===== src/rtl/spw_pkg.sv =====
package spw_pkg;

   localparam int SPW_NUM_STATES = 5;

   typedef enum logic [2:0] {
      ST_NONE  = 3'd0,
      ST_Z     = 3'd1,
      ST_ZO    = 3'd2,
      ST_ZOO   = 3'd3,
      ST_ZOOO  = 3'd4
   } spw_state_e;

   typedef struct packed {
      spw_state_e nxt;
      logic       hit;
   } spw_step_t;

   // One sample step of the 0-1-1-1-0 matcher; a hit re-enters ST_Z (overlap)
   function automatic spw_step_t spw_advance(input spw_state_e cur, input logic b);
      spw_step_t r;
      r.hit = 1'b0;
      r.nxt = ST_NONE;
      unique case (cur)
         ST_NONE: r.nxt = b ? ST_NONE : ST_Z;
         ST_Z:    r.nxt = b ? ST_ZO   : ST_Z;
         ST_ZO:   r.nxt = b ? ST_ZOO  : ST_Z;
         ST_ZOO:  r.nxt = b ? ST_ZOOO : ST_Z;
         ST_ZOOO: begin
            r.nxt = b ? ST_NONE : ST_Z;
            r.hit = ~b;
         end
         default: r.nxt = ST_NONE;
      endcase
      return r;
   endfunction

endpackage


===== src/rtl/spw_tick_gen.sv =====
module spw_tick_gen #(
   parameter int TICK_DIV = 10000
) (
   input  logic clk,
   input  logic rst,
   output logic tick
);
   localparam int CW = (TICK_DIV > 2) ? $clog2(TICK_DIV) : 1;
   localparam logic [CW-1:0] LAST = CW'(TICK_DIV - 1);

   initial begin
      assert (TICK_DIV >= 2) else $error("TICK_DIV must be at least 2");
   end

   logic [CW-1:0] cnt;

   always_ff @(posedge clk) begin
      if (rst)              cnt <= '0;
      else if (cnt == LAST) cnt <= '0;
      else                  cnt <= cnt + 1'b1;
   end

   assign tick = (cnt == LAST);

   AST_TICK_SINGLE: assert property (@(posedge clk) disable iff (rst)
      tick |=> !tick);
   AST_CNT_RANGE: assert property (@(posedge clk) disable iff (rst)
      cnt <= LAST);
endmodule


===== src/rtl/spw_seq_fsm.sv =====
module spw_seq_fsm
   import spw_pkg::*;
#(
   parameter bit ONEHOT_REG = 1'b1
) (
   input  logic                      clk,
   input  logic                      rst,
   input  logic                      tick,
   input  logic                      bit_in,
   output logic                      hit,
   output logic [SPW_NUM_STATES-1:0] state_dbg
);
   spw_state_e cur;
   spw_step_t  step;

   assign step = spw_advance(cur, bit_in);
   assign hit  = tick & step.hit;

   generate
      if (ONEHOT_REG) begin : g_onehot
         logic [SPW_NUM_STATES-1:0] oh;
         always_ff @(posedge clk) begin
            if (rst)       oh <= SPW_NUM_STATES'(1);
            else if (tick) oh <= SPW_NUM_STATES'(1) << step.nxt;
         end
         always_comb begin
            cur = ST_NONE;
            for (int i = SPW_NUM_STATES - 1; i >= 0; i--)
               if (oh[i]) cur = spw_state_e'(i);
         end
         assign state_dbg = oh;
      end else begin : g_encoded
         spw_state_e enc;
         always_ff @(posedge clk) begin
            if (rst)       enc <= ST_NONE;
            else if (tick) enc <= step.nxt;
         end
         assign cur       = enc;
         assign state_dbg = SPW_NUM_STATES'(1) << enc;
      end
   endgenerate

   AST_HOLD_BETWEEN_TICKS: assert property (@(posedge clk) disable iff (rst)
      !tick |=> $stable(state_dbg));
   AST_HIT_TO_ZERO_SEEN: assert property (@(posedge clk) disable iff (rst)
      hit |=> (state_dbg == 5'b00010));
   AST_DBG_ONEHOT: assert property (@(posedge clk) disable iff (rst)
      tick |=> ($countones(state_dbg) == 1));
endmodule


===== src/rtl/spw_hold_stretch.sv =====
module spw_hold_stretch #(
   parameter int HOLD_TICKS = 2
) (
   input  logic clk,
   input  logic rst,
   input  logic tick,
   input  logic hit,
   output logic flag
);
   localparam int HW = $clog2(HOLD_TICKS + 1);
   localparam logic [HW-1:0] RELOAD = HW'(HOLD_TICKS);

   initial begin
      assert (HOLD_TICKS >= 1) else $error("HOLD_TICKS must be at least 1");
   end

   logic [HW-1:0] left;

   always_ff @(posedge clk) begin
      if (rst)                       left <= '0;
      else if (hit)                  left <= RELOAD;
      else if (tick && left != '0)   left <= left - 1'b1;
   end

   assign flag = (left != '0);

   AST_HIT_RAISES_FLAG: assert property (@(posedge clk) disable iff (rst)
      hit |=> flag);
   AST_FLAG_STEADY: assert property (@(posedge clk) disable iff (rst)
      (!tick && !hit) |=> $stable(flag));
endmodule


===== src/rtl/serial_pattern_watch.sv =====
module serial_pattern_watch
   import spw_pkg::*;
#(
   parameter int TICK_DIV   = 10000,
   parameter int HOLD_TICKS = 2,
   parameter bit ONEHOT_REG = 1'b1
) (
   input  logic       clk,
   input  logic       rst,
   input  logic       serial_in,
   output logic       detect,
   output logic [4:0] state_dbg
);
   initial begin
      assert (SPW_NUM_STATES == 5) else $error("state count mismatch");
   end

   logic tick;
   logic hit;

   spw_tick_gen #(.TICK_DIV(TICK_DIV)) u_tick (
      .clk(clk), .rst(rst), .tick(tick));

   spw_seq_fsm #(.ONEHOT_REG(ONEHOT_REG)) u_fsm (
      .clk(clk), .rst(rst), .tick(tick), .bit_in(serial_in),
      .hit(hit), .state_dbg(state_dbg));

   spw_hold_stretch #(.HOLD_TICKS(HOLD_TICKS)) u_hold (
      .clk(clk), .rst(rst), .tick(tick), .hit(hit), .flag(detect));

   AST_RESET_CLEARS: assert property (@(posedge clk)
      rst |=> (state_dbg == 5'b00001 && !detect));
endmodule


===== config.mk =====
export PLATFORM = sky130hd
export DESIGN_NAME = serial_pattern_watch
export DESIGN_NICKNAME = d
export VERILOG_FILES = /design/src/rtl/spw_pkg.sv /design/src/rtl/spw_tick_gen.sv /design/src/rtl/spw_seq_fsm.sv /design/src/rtl/spw_hold_stretch.sv /design/src/rtl/serial_pattern_watch.sv
export SDC_FILE = /design/constraint.sdc
export NUM_CORES = 1
export LEC_CHECK = 0
export ABC_CLOCK_PERIOD_IN_PS = 1600
export BUFFER_PORTS_ARGS = -buffer_cell sky130_fd_sc_hd__buf_2
export CAP_MARGIN = 20
export CORE_UTILIZATION = 40
export DETAILED_ROUTE_END_ITERATION = 7
export PLACE_DENSITY = 0.7
export SYNTH_ARGS = -nofsm -noshare
export SYNTH_HDL_FRONTEND = slang
export SYNTH_SLANG_ARGS = --single-unit
export TNS_END_PERCENT = 1

===== constraint.sdc =====
create_clock -name clk -period 1.6 [get_ports clk]
set_input_delay 0 -clock clk [delete_from_list [all_inputs] [get_ports clk]]
set_output_delay 0 -clock clk [all_outputs]
set_load 0.01 [all_outputs]

==> results of run 1 <==
## layout by cell type, fill, tap and decap left out, drive strengths merged, types with 2 or more instances in the layout
cell type | Yosys | final
a21oi | 5 | 5
and3 | 2 | 2
buf | 3 | 11
clkbuf | 1 | 4
dfxtp | 21 | 21
dlygate4sd3 | 0 | 2
ha | 2 | 2
inv | 7 | 7
nand2 | 7 | 7
nand2b | 2 | 2
nand3 | 5 | 5
nand4 | 6 | 6
nor2 | 19 | 19
nor3 | 8 | 8
nor4 | 2 | 2
nor4b | 2 | 2
xnor2 | 10 | 10
xor2 | 2 | 2
## area by class of cell
type / instances / area share
Multi-Input combinational cell: 81 / 0.4790
Sequential cell: 21 / 0.3709
Timing Repair Buffer: 13 / 0.07285
Tap cell: 28 / 0.03091
Clock buffer: 4 / 0.02318
Inverter: 7 / 0.02318
## cells in the mapped netlist, types with 2 or more instances
cell     number
buf_2         2
xnor2_1      10
dfxtp_1      21
nand4_1       5
and3_1        2
nor3_1        8
xor2_1        2
nand2_1       7
a21oi_1       5
ha_1          2
nor2_1       19
nand3_1       5
inv_1         7
nor4_1        2
## layer usage
metal,up-vias,wire length [um],GRT usage
li1,413,-,-
met5,-,0,0
met2,8,798,0.2316
met1,367,875,0.1836
met3,4,40,0.03571
met4,0,23,0.08108
## what timing repair did
item | in CTS | in global routing
endpoints found under the setup margin | 0 | 15
gates resized for setup | 0 | 7
hold endpoints to repair | 6 | 0
hold buffers | 2 | 0
## registers in the layout, summed over array words and instances (netlist names)
register and flops:
u_tick.cnt 14, u_fsm.state_dbg 5, u_hold.left 2
## logic make-up after synthesis
logic type,Yosys count,share of synthesized area
flip-flops,21,0.4302
buffers and inverters,11,0.04866
AND/OR/NAND/NOR,57,0.3163
XOR/XNOR,12,0.1076
adder cells (fa/ha/maj),2,0.02560
AO/OA/AOI/OAI,10,0.07171
## power by group through the flow
stage	registers, mW	clock network, mW	logic, mW
after floorplan	0.546	0	0.0201
after global placement	0.546	0	0.0284
after detailed placement	0.546	0	0.0292
after CTS	0.534	0.260	0.0330
after global routing	0.536	0.284	0.0385
final	0.535	0.251	0.0341
## tightest hold or removal path: stages (launching register included)
cell     delay [ps]
dfxtp_1         340
nand2_1          60
a21oi_1          50
## worst max path at each step
| stage | from | end | slack [ps] |
|---|---|---|---|
| finish | u_tick.cnt[1]$_SDFF_PP0_ | u_hold.left[1]$_SDFFE_PP0P_ | 70 |
| global route | u_tick.cnt[0]$_SDFF_PP0_ | u_hold.left[1]$_SDFFE_PP0P_ | -8 |
| CTS | u_tick.cnt[1]$_SDFF_PP0_ | u_tick.cnt[11]$_SDFF_PP0_ | 40 |
| detailed placement | u_tick.cnt[1]$_SDFF_PP0_ | u_tick.cnt[7]$_SDFF_PP0_ | 50 |
| global placement | u_tick.cnt[1]$_SDFF_PP0_ | u_hold.left[1]$_SDFFE_PP0P_ | 90 |
| floorplan | u_tick.cnt[0]$_SDFF_PP0_ | u_hold.left[0]$_SDFFE_PP0P_ | 120 |
==> impl_metrics.env, run 1 <==
export IMPL_run_status="finished clean"
export IMPL_cts_buffers=3
export IMPL_antenna_cells=0
export IMPL_pwr_share_comb=0.042
export IMPL_drv_slew=0
export IMPL_globalplace_congestion=0.8252
export IMPL_avgSynthCellArea_um2=8.648
export IMPL_place_hpwl_mm=1.209
export IMPL_place_ws_ps=51.22
export IMPL_r2r_end="u_hold.left[1]$_SDFFE_PP0P_"
export IMPL_final_util=0.5028
export IMPL_hp_class="reg2reg"
export IMPL_switchingPower_uw=177.6
export IMPL_dieArea_um2=2645
export IMPL_cp_num_buf_inv=0
export IMPL_antenna_found_initial=0
export IMPL_initial_core_util=0.4334
export IMPL_synth_nets=118
export IMPL_clkSinkCount=21
export IMPL_crit_cells=5
export IMPL_yosys_cell_types_count=30
export IMPL_layout_setup_ws_ps=67.95
export IMPL_grt_overflow_total=0
export IMPL_core_um2=2255
export IMPL_clockBufferDepth=2
export IMPL_start_kind="flip-flop"
export IMPL_fp_dieH_um=51.43
export IMPL_core_rowCount=17
export IMPL_tightest_slew_ps=480.8
export IMPL_yosysTopAreaCell="dfxtp_1"
export IMPL_grt_max_degree=14
export IMPL_slowest_stage="dfxtp_1"
export IMPL_grt_pass1_vias=692
export IMPL_slew_headroom=0.6770
export IMPL_syn_to_final_growth_pct=16.01
export IMPL_clk_pin_slew_worst_paths_ps=120
export IMPL_max_freq_ghz=0.6527
export IMPL_synth_async_reset_ratio=0
export IMPL_setup_viol=0
export IMPL_cts_tree="yes"
export IMPL_drt_wl_total_mm=1.738
export IMPL_hold_ws_ps=481.4
export IMPL_peakVddDrop_mv=0.5497
export IMPL_p_per_area_nw_per_um2=723.0
export IMPL_postCtsSetupRepairBufs=0
export IMPL_maxCapViolCount=0
export IMPL_path_cells="ha_1 -> and3_1 -> nand4_4 -> nor4b_2 -> nor3_1"
export IMPL_grt_pass1_wl_mm=2.877
export IMPL_reg2regPathDepth=5
export IMPL_multiInputGateArea_um2=543.0
export IMPL_seq_area_um2=420.4
export IMPL_holdPathStages=2
export IMPL_port_buffers=8
export IMPL_drive_gt1_frac=0.1746
export IMPL_crit_reg2reg_launch="u_tick.cnt[1]$_SDFF_PP0_"
export IMPL_layout_min_cycle_time_ps=1532
export IMPL_first_pass_iters=4
export IMPL_synth_edf_count=0
export IMPL_crit_arrival_ps=1720
export IMPL_vias_per_cell=5.143
export IMPL_hp_start="u_fsm.state_dbg[4]$_SDFFE_PP0P_"
export IMPL_num_io_pins=9
export IMPL_antenna_left=0
export IMPL_place_area_um2=1054
export IMPL_synth_area_um2=977.2
export IMPL_intPower_uw=642.0
export IMPL_p_clk_frac=0.306
export IMPL_seq_power_share=0.652
export IMPL_wire_per_inst_um=11.29
export IMPL_ys_ff_latch=21
export IMPL_swShare=0.2167
export IMPL_synth_main_ff_cell="dfxtp_1"
export IMPL_root_buffer="clkbuf_4"
export IMPL_nNetsFinal=132
export IMPL_max_stage_delay_ps=380
export IMPL_n_fill_cell=242
export IMPL_synth_cells=113
export IMPL_grt_usage=0.1476
export IMPL_post_route_period_util=0.9575
export IMPL_drc_errors=0
export IMPL_yosysSeqAreaShare=0.4302
export IMPL_holdPathEnd="u_fsm.state_dbg[4]$_SDFFE_PP0P_"
export IMPL_fin_cells=154
export IMPL_ctsHtreeMaxLevel=1
export IMPL_ff2ff_setup_slack_ps=70
export IMPL_p_total_uw=819.6
export IMPL_timing_setup_tns_ps=0
export IMPL_dp_cells=148
export IMPL_skew_ps=13.82
export IMPL_worstSetupPathType="reg2reg"
export IMPL_clkLatencyLatePin_ps=300
export IMPL_synth_top_cell_area_share=0.4302
export IMPL_power_leakage_nw=0.4163
export IMPL_synth_area_leaders="dfxtp_1, xnor2_1, nor2_1"
export IMPL_path_max_fanout=9
export IMPL_end_kind="flip-flop"
export IMPL_die_w_um=51.43
export IMPL_required_ps=1790
export IMPL_drt_iter0_drc=18
export IMPL_final_cell_area_um2=1134
export IMPL_routed_via_count=792
export IMPL_hold_viol=0
export IMPL_crit_family="simple AND/OR/NAND/NOR gates"
export IMPL_yosysWarnings=0
Note: power is estimated with default switching activity, not from simulation.
==> run 2, diff against run 1 <==
Settings changed: ABC_CLOCK_PERIOD_IN_PS 1600 to 1910, PLACE_DENSITY 0.7 to 0.67.
Clock period 1.6 ns to 1.91 ns, I/O delays scaled along.
==> run 2 against run 1 <==
Clock power fell by 16%. Clock skew fell by 13 ps. Sequential cell count did not move. Critical endpoint is now u_tick.cnt[6]$_SDFF_PP0_. Largest cell class unchanged.
==> impl_metrics.env, run 2 (synthesis results as in run 1) <==
export IMPL_run_status="finished clean"
export IMPL_p_per_area_nw_per_um2=634.7
export IMPL_p_total_uw=684.5
export IMPL_port_buffers=8
export IMPL_wire_per_inst_um=11.19
export IMPL_hp_class="reg2reg"
export IMPL_seq_area_um2=420.4
export IMPL_antenna_left=0
export IMPL_post_route_period_util=0.8297
export IMPL_rsz0062_at_grt="false"
export IMPL_fp_dieH_um=51.43
export IMPL_core_um2=2255
export IMPL_cts_buffers=3
export IMPL_start_kind="flip-flop"
export IMPL_routed_via_count=770
export IMPL_final_cell_mix="dfxtp_1, nor2_1, xnor2_1, nor3_1, buf_2"
export IMPL_power_leakage_nw=0.3802
export IMPL_grt_max_degree=14
export IMPL_ctsHtreeMaxLevel=1
export IMPL_core_rowCount=17
export IMPL_path_max_fanout=13
export IMPL_seq_power_share=0.655
export IMPL_final_cell_area_um2=1079
export IMPL_dieArea_um2=2645
export IMPL_timing_setup_tns_ps=0
export IMPL_intPower_uw=531.9
export IMPL_grt_usage=0.1453
export IMPL_num_io_pins=9
export IMPL_hold_viol=0
export IMPL_setup_viol=0
export IMPL_tightest_slew_ps=392.6
export IMPL_drv_slew=0
export IMPL_crit_arrival_ps=1780
export IMPL_clockBufferDepth=2
export IMPL_end_kind="flip-flop"
export IMPL_place_area_um2=1031
export IMPL_vias_per_cell=5.099
export IMPL_die_w_um=51.43
export IMPL_switchingPower_uw=152.6
export IMPL_grt_pass1_vias=700
export IMPL_antenna_found_initial=0
export IMPL_initial_core_util=0.4334
export IMPL_clkSinkCount=21
export IMPL_clkLatencyLatePin_ps=300
export IMPL_max_freq_ghz=0.6310
export IMPL_layout_min_cycle_time_ps=1585
export IMPL_worstSetupPathType="reg2reg"
export IMPL_drc_errors=0
export IMPL_grt_overflow_total=0
export IMPL_n_fill_cell=218
export IMPL_syn_to_final_growth_pct=10.37
export IMPL_multiInputGateArea_um2=509.2
export IMPL_swShare=0.2229
export IMPL_cts_resized=0
export IMPL_cts_tree="yes"
export IMPL_nNetsFinal=129
export IMPL_antenna_cells=0
export IMPL_grt_pass1_wl_mm=2.822
export IMPL_place_hpwl_mm=1.222
export IMPL_globalplace_congestion=0.7795
export IMPL_postCtsSetupRepairBufs=0
export IMPL_clk_pin_slew_worst_paths_ps=110
export IMPL_root_buffer="clkbuf_4"
export IMPL_required_ps=2110
export IMPL_first_pass_iters=4
export IMPL_peakVddDrop_mv=0.4463
export IMPL_p_clk_frac=0.310
export IMPL_skew_ps=1.299
export IMPL_drt_iter0_drc=15
export IMPL_drt_wl_total_mm=1.689
export IMPL_drive_gt1_frac=0.1301
export IMPL_maxCapViolCount=0
export IMPL_largest_reg_flops=14
export IMPL_final_common_cell="dfxtp_1"
export IMPL_top_register="u_tick.cnt"
export IMPL_final_util=0.4784
export IMPL_pwr_share_comb=0.035
export IMPL_slew_headroom=0.7358
==> run 2: worst paths after layout <==
kind / from / endpoint / slack [ps] / cells past startpoint
hold / removal: u_fsm.state_dbg[4]$_SDFFE_PP0P_ / u_fsm.state_dbg[4]$_SDFFE_PP0P_ / 470 / 2
setup / recovery: u_tick.cnt[0]$_SDFF_PP0_ / u_tick.cnt[6]$_SDFF_PP0_ / 330 / 5
setup reg to reg: u_tick.cnt[0]$_SDFF_PP0_ / u_tick.cnt[6]$_SDFF_PP0_ / 330 / 5
hold reg to reg: u_fsm.state_dbg[4]$_SDFFE_PP0P_ / u_fsm.state_dbg[4]$_SDFFE_PP0P_ / 470 / 2
==> run 2: critical path: stages (launching register included) <==
cell and delay (ps):
dfxtp_1 390, ha_1 210, and3_1 250, nand4_2 250, nand2b_2 300, nor2_1 90
==> run 2: power by group through the flow <==
stage | combinational [mW] | clock (mW) | sequential [mW]
after floorplan | 0.0168 | 0 | 0.457
after global placement | 0.0211 | 0 | 0.458
after detailed placement | 0.0210 | 0 | 0.458
after CTS | 0.0244 | 0.226 | 0.448
after global routing | 0.0270 | 0.240 | 0.449
final | 0.0243 | 0.212 | 0.448
==> run 2: timing repair <==
action,4_1_cts,5_1_grt
hold buffers,2,0
hold endpoints to repair,7,0
endpoints found under the setup margin,0,0
==> run 2: through the flow <==
step           hold WS (ps)  worst slack (ps)  instances
2_1_floorplan         136.3             431.4        113
3_3_place_gp          304.0             379.6        145
3_5_place_dp          293.9             317.8        145
4_1_cts               475.8             298.4        151
5_1_grt               515.6             157.5        151
6_report              472.0             325.3        151
==> run 2: final cells by class <==
class / instances / share of cell area
Multi-Input combinational cell: 81 / 0.4722
Sequential cell: 21 / 0.3898
Timing Repair Buffer: 10 / 0.05568
Tap cell: 28 / 0.03248
Inverter: 7 / 0.02436
Clock buffer: 3 / 0.02088
Clock inverter: 1 / 0.004640
==> run 2: metal layers <==
layer  vias to the layer above  GRT usage  wire length, um
li1                        405          -                -
met1                       346     0.1767              830
met2                        17     0.2381              774
met3                         2    0.05357               70
met4                         0    0.04054               14
met5                         -          0                0
